==> src/rtl/lsr_pkg.sv <==
// Shared types for the pixel line serializer.
// Assumes: nothing beyond standard SystemVerilog.
package lsr_pkg;

    // Line progress: idle in blanking, filling the FIFO, or shifting pixels.
    typedef enum logic [1:0] {
        PH_IDLE = 2'd0,
        PH_FILL = 2'd1,
        PH_RUN  = 2'd2
    } line_phase_t;

endpackage

==> src/rtl/lsr_word_fifo.sv <==
// Word FIFO for pixel data with a synchronous flush.
// Assumes: DEPTH is a power of two; the caller never pushes into a full
// FIFO and never pops an empty one. A flush wins over push and pop.
module lsr_word_fifo #(
    parameter int WORD_W = 16,
    parameter int DEPTH  = 8,
    localparam int AW    = $clog2(DEPTH),
    localparam int CW    = $clog2(DEPTH + 1)
) (
    input  logic              clk,
    input  logic              rst_n,
    input  logic              flush,
    input  logic              push,
    input  logic [WORD_W-1:0] push_data,
    input  logic              pop,
    output logic [WORD_W-1:0] pop_data,
    output logic [CW-1:0]     count,
    output logic              empty
);

    logic [WORD_W-1:0] mem_q [DEPTH];
    logic [AW-1:0]     wr_ptr_q;
    logic [AW-1:0]     rd_ptr_q;
    logic [CW-1:0]     count_q;

    // Storage write: data only, no reset needed.
    always_ff @(posedge clk) begin
        if (push && !flush) begin
            mem_q[wr_ptr_q] <= push_data;
        end
    end

    // Pointer and occupancy bookkeeping.
    always_ff @(posedge clk) begin
        if (!rst_n || flush) begin
            wr_ptr_q <= '0;
            rd_ptr_q <= '0;
            count_q  <= '0;
        end else begin
            if (push) begin
                wr_ptr_q <= wr_ptr_q + 1'b1;
            end
            if (pop) begin
                rd_ptr_q <= rd_ptr_q + 1'b1;
            end
            case ({push, pop})
                2'b10:   count_q <= count_q + 1'b1;
                2'b01:   count_q <= count_q - 1'b1;
                default: count_q <= count_q;
            endcase
        end
    end

    // Head word and status outputs.
    always_comb begin
        pop_data = mem_q[rd_ptr_q];
        count    = count_q;
        empty    = (count_q == '0);
    end

endmodule

==> src/rtl/lsr_bit_timer.sv <==
// Bit-slot timer: one tick every 2*N cycles while enabled.
// Assumes: a divisor of 0 is treated as 1. The tick falls in the first
// enabled cycle, so the first bit slot opens at once.
module lsr_bit_timer #(
    parameter int DIV_W = 8
) (
    input  logic             clk,
    input  logic             rst_n,
    input  logic             enable,
    input  logic [DIV_W-1:0] half_div,
    output logic             tick
);

    logic [DIV_W-1:0] eff_div;
    logic [DIV_W:0]   limit;
    logic [DIV_W:0]   cnt_q;

    // Effective divisor and the last count value of a slot.
    always_comb begin
        eff_div = (half_div == '0) ? {{(DIV_W-1){1'b0}}, 1'b1} : half_div;
        limit   = {eff_div, 1'b0} - {{DIV_W{1'b0}}, 1'b1};
        tick    = enable && (cnt_q == '0);
    end

    // Slot counter, held at zero while disabled.
    always_ff @(posedge clk) begin
        if (!rst_n || !enable) begin
            cnt_q <= '0;
        end else if (cnt_q >= limit) begin
            cnt_q <= '0;
        end else begin
            cnt_q <= cnt_q + 1'b1;
        end
    end

endmodule

==> src/rtl/lsr_refill_ctrl.sv <==
// Line sequencer and refill requester.
// Line start: request a full FIFO. Once full: shift. While shifting: request
// a half-FIFO chunk whenever occupancy is at or below half, until the whole
// line has been requested.
// Assumes: fifo_cnt is the registered occupancy; line_end comes from the
// shifter when the last word has left.
module lsr_refill_ctrl #(
    parameter int DEPTH      = 8,
    parameter int LINE_WORDS = 32,
    localparam int CW        = $clog2(DEPTH + 1)
) (
    input  logic          clk,
    input  logic          rst_n,
    input  logic          line_start,
    input  logic [CW-1:0] fifo_cnt,
    input  logic          fill_ack,
    input  logic          line_end,
    output logic          fill_req,
    output logic          accept,
    output logic          running
);
    import lsr_pkg::*;

    localparam int HALF = DEPTH / 2;
    localparam int IW   = $clog2(LINE_WORDS + 1);

    line_phase_t   phase_q;
    logic [CW-1:0] chunk_q;
    logic [IW-1:0] issued_q;
    logic          want_refill;

    // Request, acceptance and refill decision.
    always_comb begin
        fill_req    = (chunk_q != '0);
        accept      = fill_req && fill_ack && !line_start;
        running     = (phase_q == PH_RUN);
        want_refill = running && (chunk_q == '0)
                      && (issued_q < IW'(LINE_WORDS))
                      && (fifo_cnt <= CW'(HALF));
    end

    // Line phase sequencing.
    always_ff @(posedge clk) begin
        if (!rst_n) begin
            phase_q <= PH_IDLE;
        end else if (line_start) begin
            phase_q <= PH_FILL;
        end else if (phase_q == PH_FILL && fifo_cnt == CW'(DEPTH)) begin
            phase_q <= PH_RUN;
        end else if (phase_q == PH_RUN && line_end) begin
            phase_q <= PH_IDLE;
        end
    end

    // Outstanding chunk size and words requested so far this line.
    always_ff @(posedge clk) begin
        if (!rst_n) begin
            chunk_q  <= '0;
            issued_q <= '0;
        end else if (line_start) begin
            chunk_q  <= CW'(DEPTH);
            issued_q <= IW'(DEPTH);
        end else if (accept) begin
            chunk_q  <= chunk_q - 1'b1;
        end else if (want_refill) begin
            chunk_q  <= CW'(HALF);
            issued_q <= issued_q + IW'(HALF);
        end
    end

endmodule

==> src/rtl/lsr_shifter.sv <==
// Pixel shifter: sends each word most-significant bit first, one bit per
// tick, and pulls the next word in the same tick the previous one ends.
// Gives black and flags underrun when a word is due but the FIFO is empty.
// Assumes: ticks only come while the line is shifting.
module lsr_shifter #(
    parameter int WORD_W     = 16,
    parameter int LINE_WORDS = 32,
    localparam int BW        = $clog2(WORD_W),
    localparam int SW        = $clog2(LINE_WORDS + 1)
) (
    input  logic              clk,
    input  logic              rst_n,
    input  logic              line_start,
    input  logic              tick,
    input  logic              fifo_empty,
    input  logic [WORD_W-1:0] fifo_word,
    output logic              pop,
    output logic              line_end,
    output logic              pix_out,
    output logic              underrun
);

    logic [WORD_W-1:0] shreg_q;
    logic [BW-1:0]     bits_q;
    logic [SW-1:0]     sent_q;
    logic              pix_q;
    logic              under_q;
    logic              need_word;

    // Word fetch and end-of-line detection.
    always_comb begin
        need_word = tick && (bits_q == '0);
        pop       = need_word && !fifo_empty;
        line_end  = need_word && fifo_empty && (sent_q == SW'(LINE_WORDS));
        pix_out   = pix_q;
        underrun  = under_q;
    end

    // Shift register, bit and word counters, output bit and underrun flag.
    always_ff @(posedge clk) begin
        if (!rst_n || line_start) begin
            shreg_q <= '0;
            bits_q  <= '0;
            sent_q  <= '0;
            pix_q   <= 1'b0;
            under_q <= 1'b0;
        end else if (tick) begin
            if (bits_q != '0) begin
                pix_q   <= shreg_q[WORD_W-1];
                shreg_q <= {shreg_q[WORD_W-2:0], 1'b0};
                bits_q  <= bits_q - 1'b1;
            end else if (!fifo_empty) begin
                pix_q   <= fifo_word[WORD_W-1];
                shreg_q <= {fifo_word[WORD_W-2:0], 1'b0};
                bits_q  <= BW'(WORD_W - 1);
                sent_q  <= sent_q + 1'b1;
            end else begin
                pix_q <= 1'b0;
                if (sent_q < SW'(LINE_WORDS)) begin
                    under_q <= 1'b1;
                end
            end
        end
    end

endmodule

==> src/rtl/pixel_line_serializer.sv <==
// Pixel line serializer top: word FIFO, refill sequencer, bit timer and
// shifter. A line-start pulse fills the FIFO, shifting starts when it is
// full, half-empty refills keep it fed, and the request is gated off once
// the whole line has been requested.
// Assumes: LINE_PIXELS is a multiple of WORD_W and of (FIFO_DEPTH/2)*WORD_W
// beyond the first fill; FIFO_DEPTH is a power of two.
module pixel_line_serializer #(
    parameter int WORD_W      = 16,
    parameter int FIFO_DEPTH  = 8,
    parameter int LINE_PIXELS = 512,
    parameter int DIV_W       = 8
) (
    input  logic              clk,
    input  logic              rst_n,
    input  logic              line_start,
    input  logic [DIV_W-1:0]  bit_div,
    input  logic              fill_ack,
    input  logic [WORD_W-1:0] fill_data,
    output logic              fill_req,
    output logic              pix_out,
    output logic              underrun
);

    localparam int LINE_WORDS = LINE_PIXELS / WORD_W;
    localparam int CW         = $clog2(FIFO_DEPTH + 1);

    logic [CW-1:0]     fifo_cnt;
    logic              fifo_empty;
    logic [WORD_W-1:0] fifo_word;
    logic              push;
    logic              pop;
    logic              tick;
    logic              running;
    logic              line_end;

    lsr_word_fifo #(
        .WORD_W (WORD_W),
        .DEPTH  (FIFO_DEPTH)
    ) u_fifo (
        .clk       (clk),
        .rst_n     (rst_n),
        .flush     (line_start),
        .push      (push),
        .push_data (fill_data),
        .pop       (pop),
        .pop_data  (fifo_word),
        .count     (fifo_cnt),
        .empty     (fifo_empty)
    );

    lsr_refill_ctrl #(
        .DEPTH      (FIFO_DEPTH),
        .LINE_WORDS (LINE_WORDS)
    ) u_ctrl (
        .clk        (clk),
        .rst_n      (rst_n),
        .line_start (line_start),
        .fifo_cnt   (fifo_cnt),
        .fill_ack   (fill_ack),
        .line_end   (line_end),
        .fill_req   (fill_req),
        .accept     (push),
        .running    (running)
    );

    lsr_bit_timer #(
        .DIV_W (DIV_W)
    ) u_timer (
        .clk      (clk),
        .rst_n    (rst_n),
        .enable   (running),
        .half_div (bit_div),
        .tick     (tick)
    );

    lsr_shifter #(
        .WORD_W     (WORD_W),
        .LINE_WORDS (LINE_WORDS)
    ) u_shift (
        .clk        (clk),
        .rst_n      (rst_n),
        .line_start (line_start),
        .tick       (tick),
        .fifo_empty (fifo_empty),
        .fifo_word  (fifo_word),
        .pop        (pop),
        .line_end   (line_end),
        .pix_out    (pix_out),
        .underrun   (underrun)
    );

endmodule

==> config.mk <==
export PLATFORM = sky130hd
export DESIGN_NAME = pixel_line_serializer
export DESIGN_NICKNAME = d
export VERILOG_FILES = /design/src/rtl/lsr_pkg.sv /design/src/rtl/lsr_word_fifo.sv /design/src/rtl/lsr_bit_timer.sv /design/src/rtl/lsr_refill_ctrl.sv /design/src/rtl/lsr_shifter.sv /design/src/rtl/pixel_line_serializer.sv
export SDC_FILE = /design/constraint.sdc
export NUM_CORES = 1
export LEC_CHECK = 0
export BUFFER_PORTS_ARGS = -buffer_cell sky130_fd_sc_hd__buf_2
export CAP_MARGIN = 10
export CORE_ASPECT_RATIO = 0.5
export CORE_MARGIN = 3
export CORE_UTILIZATION = 32
export DETAILED_ROUTE_END_ITERATION = 16
export PLACE_DENSITY = 0.46
export SLEW_MARGIN = 20
export SYNTH_ARGS = -nofsm -noshare
export SYNTH_HDL_FRONTEND = slang
export SYNTH_SLANG_ARGS = --single-unit
==> constraint.sdc <==
create_clock -name clk -period 3.9 [get_ports clk]
set_input_delay 0.195 -clock clk [delete_from_list [all_inputs] [get_ports clk]]
set_output_delay 0.195 -clock clk [all_outputs]
set_load 0.05 [all_outputs]
## After elaboration in Yosys (flattened, before gate mapping)

Memories as Yosys holds them, arrays and structs flattened. A register that Yosys moved wholly into a read port is not among the register bits.
Index checks and enable logic that the tools add are counted.

| storage, ports and cells | value |
|---|---|
| flip-flop bits (word level) | 59 |
| bits in latches | 0 |
| RAM bits | 128 |
| memory bits (read-only) | 0 |
| input bits | 28 |
| word-level logic and storage cells | 102 |
| memories kept | 1 |

| cells by class | value |
|---|---|
| $add $sub $neg | 10 |
| multiply operators | 0 |
| divide/modulo/power cells | 0 |
| magnitude comparators | 4 |
| equality and inequality tests | 8 |
| shift-type cells | 0 |
| muxes and demuxes | 21 |
| bitwise operators | 4 |
| reductions and logical operators | 39 |

Memory list:

| memory | words | width | read ports | clocked after Yosys merged registers in | wr ports | RTL line | text |
|---|---|---|---|---|---|---|---|
| u_fifo.mem_q | 8 | 16 | 1 | 1 | 1 | lsr_word_fifo.sv:21 | `logic [WORD_W-1:0] mem_q [DEPTH];` |

Operators with widths:

| operator | count |
|---|---|
| 16-bit 2-to-1 mux | 2 |
| 4-bit 2-to-1 mux | 8 |
| 1-bit logical AND | 13 |
| 4-bit logical NOT | 3 |
| 6-bit less-than comparator, second input constant | 2 |
| 4-bit by 1-bit subtractor with 4-bit output, second input constant | 3 |
| 9-bit by 1-bit adder with 9-bit output, second input constant | 1 |
| 9-bit >= comparator | 1 |
| 9-bit logical NOT | 1 |
| 9-bit by 1-bit subtractor with 9-bit output, second input constant | 1 |
| 8-bit logical NOT | 1 |
| 8-bit 2-to-1 mux | 1 |
| 4-bit one-hot mux with 2 select lines | 1 |
| 2-bit nonzero test | 4 |
| 4-bit nonzero test | 2 |
| 3-bit by 1-bit adder with 3-bit output, second input constant | 2 |
| 6-bit by 1-bit adder with 6-bit output, second input constant | 1 |
| 6-bit by 3-bit adder with 6-bit output, second input constant | 1 |
| 6-bit equality test, second input constant | 1 |
| 3-bit 2-to-1 mux | 2 |
| 2-bit AND reduction | 3 |
| 3-bit nonzero test | 2 |
| 1-bit 2-to-1 mux | 5 |
| 4-bit by 1-bit adder with 4-bit output, second input constant | 1 |
| 12 further kinds | 24 |

## Depth between registers and ports, before layout

| logic depth | value |
|---|---|
| depth after elaboration | 9 |
| mapped depth | 13 |
| mapped depth without buffers | 12 |

## By module

A second synthesis with hierarchy kept.

| unflattened totals | value |
|---|---|
| cells, all modules | 571 |
| area, all modules | 8151.6 um^2 |

Modules (own cells, without submodules):

| module | instances | cells an instance | area an instance (um^2) | seq. area each (um^2) |
|---|---|---|---|---|
| lsr_word_fifo | 1 | 258 | 5557.8 | 4103.9 |
| lsr_shifter | 1 | 165 | 1317.5 | 540.5 |
| lsr_bit_timer | 1 | 85 | 715.7 | 180.2 |
| lsr_refill_ctrl | 1 | 63 | 560.5 | 200.2 |

## Worst setup path before layout

Ideal clock, no wire load.

| timing path | value |
|---|---|
| path type | flip-flop to flip-flop |
| from | register u_ctrl.chunk_q[0] |
| to | memory u_fifo.mem_q[0][0] (enable) |
| library setup time | 0.430 ns |
| arrival time | 2.837 ns |
| setup slack | 0.633 ns |
| cell stages (with the launch flop) | 7 |
| path through | dfxtp_1 > inv_1 > ha_1 > nor3b_1 > clkinv_1 > nand2_1 > nor4_1 |

| on the way | value |
|---|---|
| longest elaborated chain between the ends | 6 |

RTL lines:

| element | RTL line | text |
|---|---|---|
| from (decl) | lsr_refill_ctrl.sv:28 | `logic [CW-1:0] chunk_q;` |
| from (signal assigned) | lsr_refill_ctrl.sv:61 | `chunk_q <= CW'(DEPTH);` |
| from (signal assigned) | lsr_refill_ctrl.sv:64 | `chunk_q <= chunk_q - 1'b1;` |
| from (signal assigned) | lsr_refill_ctrl.sv:66 | `chunk_q <= CW'(HALF);` |
| 4-bit nonzero test | lsr_refill_ctrl.sv:34 | `fill_req = (chunk_q != '0);` |
| via fill_req | pixel_line_serializer.sv:19 | `output logic fill_req,` |
| 1-bit logical AND (2 in series) | lsr_refill_ctrl.sv:35 | `accept = fill_req && fill_ack && !line_start;` |
| 1-bit logical AND | lsr_word_fifo.sv:28 | `if (push && !flush) begin` |
| 1-bit 2-to-1 mux | lsr_word_fifo.sv:28 |  |
| 1-bit 2-to-1 mux (not written as such) | lsr_word_fifo.sv:29 | `mem_q[wr_ptr_q] <= push_data;` |
| to (decl) | lsr_word_fifo.sv:21 |  |

The timed path passes the listed nets, and every way through them passes these cells.

## Worst setup path in the final report

| timing path | value |
|---|---|
| from | register u_timer.cnt_q[0] |
| to | register u_fifo.count_q[3] (netlist: u_fifo.count[3]) |

| on the way | value |
|---|---|
| longest elaborated chain between the ends | 6 |
| elaborated cells between the ends (all ways) | 8 |
| classes of those cells | 2 x eq/ne; 1 x mux; 5 x reduce/logical |

RTL lines:

| element | RTL line | text |
|---|---|---|
| from (decl) | lsr_bit_timer.sv:16 | `logic [DIV_W:0] cnt_q;` |
| from (signal assigned) | lsr_bit_timer.sv:32 | `cnt_q <= cnt_q + 1'b1;` |
| 9-bit logical NOT (*) | lsr_bit_timer.sv:22 | `tick = enable && (cnt_q == '0);` |
| 1-bit logical AND (*) | lsr_bit_timer.sv:22 |  |
| 1-bit logical AND (*) | lsr_shifter.sv:32 | `need_word = tick && (bits_q == '0);` |
| 1-bit logical AND (*) | lsr_shifter.sv:33 | `pop = need_word && !fifo_empty;` |
| via pop | pixel_line_serializer.sv:31 | `logic pop;` |
| 2-bit by 1-bit equality test with 1-bit output / 2-bit equality test (equally long branches) | lsr_word_fifo.sv:46 | `case ({push, pop})` |
| 4-bit one-hot mux with 2 select lines / 2-bit nonzero test (equally long branches) | -- |  |
| to (signal assigned) | lsr_word_fifo.sv:47 | `2'b10: count_q <= count_q + 1'b1;` |
| to (signal assigned) | lsr_word_fifo.sv:48 | `2'b01: count_q <= count_q - 1'b1;` |
| to (signal assigned) | lsr_word_fifo.sv:49 | `default: count_q <= count_q;` |
| to (decl) | lsr_word_fifo.sv:24 | `logic [CW-1:0] count_q;` |

The timed path passes the listed nets; every way through them passes the cells marked *.
A chain may end at the register's enable or synchronous reset.

==> results.cfg <==
[critical_path]
critPathRequiredTime_ns = 4.26
crit_fanout = 7
cp.arrival_ns = 3.53
start_kind = flip-flop
r2r_cells = 11
crit_path_end_kind = flip-flop
worstSetupPathType = flip-flop to flip-flop
reg2reg_setup_slack_ns = 0.72

[sta]
finalMaxSlewViolations = 0
setup_violations = 0
fin_crit_ns = 3.18
skew_ns = 0.00968
relSlewSlack_pct = 30.7
tns_ns = 0
max_clock_freq_ghz = 0.315
tightestPinTransition_ns = 1.04
hold_violations = 0
timing.final.crit_share_pct = 81.5
grt_setup_unrepaired = no

[final_layout]
nNetsFinal = 654
ff_latch_area_um2 = 5030
fillCellCount = 2311
area_growth_pct = 15.5
drive_above_1_share_pct = 22.9
antenna_cells = 0
multi_input_area_um2 = 2790
instances_no_fill = 952

[run]
cap_violations = 0

[global_route]
track_usage_pct = 13.2
grt_max_degree = 49
grt_overflow = 0
antenna_found_initial = 0
grt_pass1_wl_um = 27300
grt_pass1_vias = 4762

[yosys]
async_flop_share_pct = 0
synthTopCellsByCount = edfxtp_1, dfxtp_1, nand3_1
ys_seq_area_share_pct = 63.1
synth-seq-cells = 187
synth_top_area_share_pct = 48.3
syn_avg_cell_area_um2 = 14.1
synthCells = 564
yosysWarnings = 0
synth_area_leaders = edfxtp_1, dfxtp_1, mux4_2
synth.net_count = 615
syn_area_um2 = 7960
ys_types = 47
synth_edf_count = 128
ys.flop_type = edfxtp_1
synth_most_common_cell = edfxtp_1
synth.largest_area_cell = edfxtp_1

[pwr]
power_density_nw_per_um2 = 435
power_leakage_uw = 0.00302
max-vdd-ir-drop_mv = 0.234

[placed_design]
place_congestion = 0.742
dp_hpwl_um = 10400
dp.cells = 920
io_buffers = 30

[run_status]
outcome = finished, final reports clean

[clock_tree]
cts_root_buf = clkbuf_16
cts.repair.resized = 0
cts.path.max_buffers = 2
htreeDepth = 4
path_clk_slew_ns = 0.07
cts_tree = yes
ctsHoldBuffers = 0
clkLatencyLatePin_ns = 0.43
clock-sinks = 187
cts_setup_buffers = 0
cts_buffers = 17

[die]
fp.dieH_um = 118
core-area_um2 = 24200
die_area_um2 = 26900
rows = 40
ios = 31
start_util_pct = 32.9
die_w_um = 229

[drt]
routedWlPerCell_um = 17.7
totalWireLength_um = 16900
drtPass1Iterations = 4
antenna_left = 0
viasPerCell = 4.94
first_iter_violations = 369
via_count = 4703
remaining_drc_errors = 0

[hold_path]
min_path_type = input port to flip-flop
hold_depth = 1
-- logic make-up (layout without fill, tap and decap cells) --
family | after synthesis | after routing | synth area share [%]
and+or+nand+nor | 165 | 165 | 11.4
DFF | 187 | 187 | 63.1
adders and majority gates | 23 | 23 | 3.71
buffers and inverters | 49 | 101 | 2.39
AOI/OAI and AO/OA | 73 | 73 | 5.88
muxes | 50 | 50 | 11.6
xor gates and xnor gates | 17 | 17 | 1.87
-- layout by cell type, fill, tap and decap left out, drive strengths merged, types with 7 or more instances in the layout --
cell    Yosys  final
nand4      19     19
nand2      19     19
edfxtp    128    128
mux4       32     32
clkinv      1      8
or4         7      7
nand3      47     47
o21ai       9      9
o211ai     16     16
a21oi      25     25
buf         7     48
mux2       15     15
or3         8      8
nor4        8      8
nor2       27     27
clkbuf     21     17
inv        20     25
ha         22     22
dfxtp      59     59
nor3        7      7
nor3b       7      7
xor2       12     12
-- registers in the layout (all words and copies together) (netlist names), named ones only --
register          flops
u_fifo.mem_q        128
u_shift.shreg_q      15
u_timer.cnt_q         9
u_shift.sent_q        6
u_ctrl.chunk_q        4
u_ctrl.issued_q       4
u_fifo.count          4
u_shift.bits_q        4
u_fifo.rd_ptr_q       3
u_fifo.wr_ptr_q       3
u_ctrl.phase_q        2
u_shift.pix_out       1
u_shift.underrun      1
-- layout make-up --
class / count / share of cell area (%)
Multi-Input combinational cell: 328 / 30.4
Inverter: 21 / 0.858
Sequential cell: 187 / 54.7
Timing Repair Buffer: 48 / 3.10
Tap cell: 336 / 4.57
Clock inverter: 15 / 1.78
Clock buffer: 17 / 4.63
-- metrics by stage --
stage	worst slack (ns)	util, %	area [um2]	hold WS [ns]	power, uW
6_report	0.723	37.9	9190	0.0279	3990
4_1_cts	0.714	37.9	9190	0.0154	4050
3_5_place_dp	0.715	35.5	8600	0.465	2300
3_3_place_gp	0.778	35.5	8600	0.457	2290
2_1_floorplan	0.633	-	7960	0.294	2240
5_1_grt	0.530	37.9	9190	0.0222	4130
-- critical path: stages, from the launching register on --
cell and delay (ns):
dfxtp_1 0.37, inv_1 0.08, ha_1 0.13, or4b_1 0.58
or4_4 0.60, nor2_1 0.11, ha_1 0.22, ha_1 0.25
a21o_1 0.18, a21oi_1 0.16, mux2i_1 0.23, mux2i_1 0.19
-- where the power goes --
part | switching [uW] | total (uW) | internal, uW
clock | 786 | 1740 | 958
sequential | 5.78 | 2130 | 2130
combinational | 78.7 | 118 | 39.8
total | 870 | 3990 | 3120
-- worst paths after layout --
| path | from | to |
|---|---|---|
| max reg2reg | u_timer.cnt_q[0] | u_fifo.count[3] |
| min reg2reg | u_ctrl.issued_q[5] | u_ctrl.issued_q[5] |
| max | u_timer.cnt_q[0] | u_fifo.count[3] |
| min | fill_data[5] | u_fifo.mem_q[4][5] |
-- routing by layer --
| layer | part of all wire (%) | GRT usage (%) | vias up |
|---|---|---|---|
| li1 | - | - | 2281 |
| met5 | 0 | 0 | - |
| met1 | 51 | 18.5 | 2351 |
| met3 | 2.4 | 2.68 | 24 |
| met4 | 2.2 | 5.36 | 0 |
| met2 | 44 | 20.0 | 47 |
(Power assumes the default switching activity.)
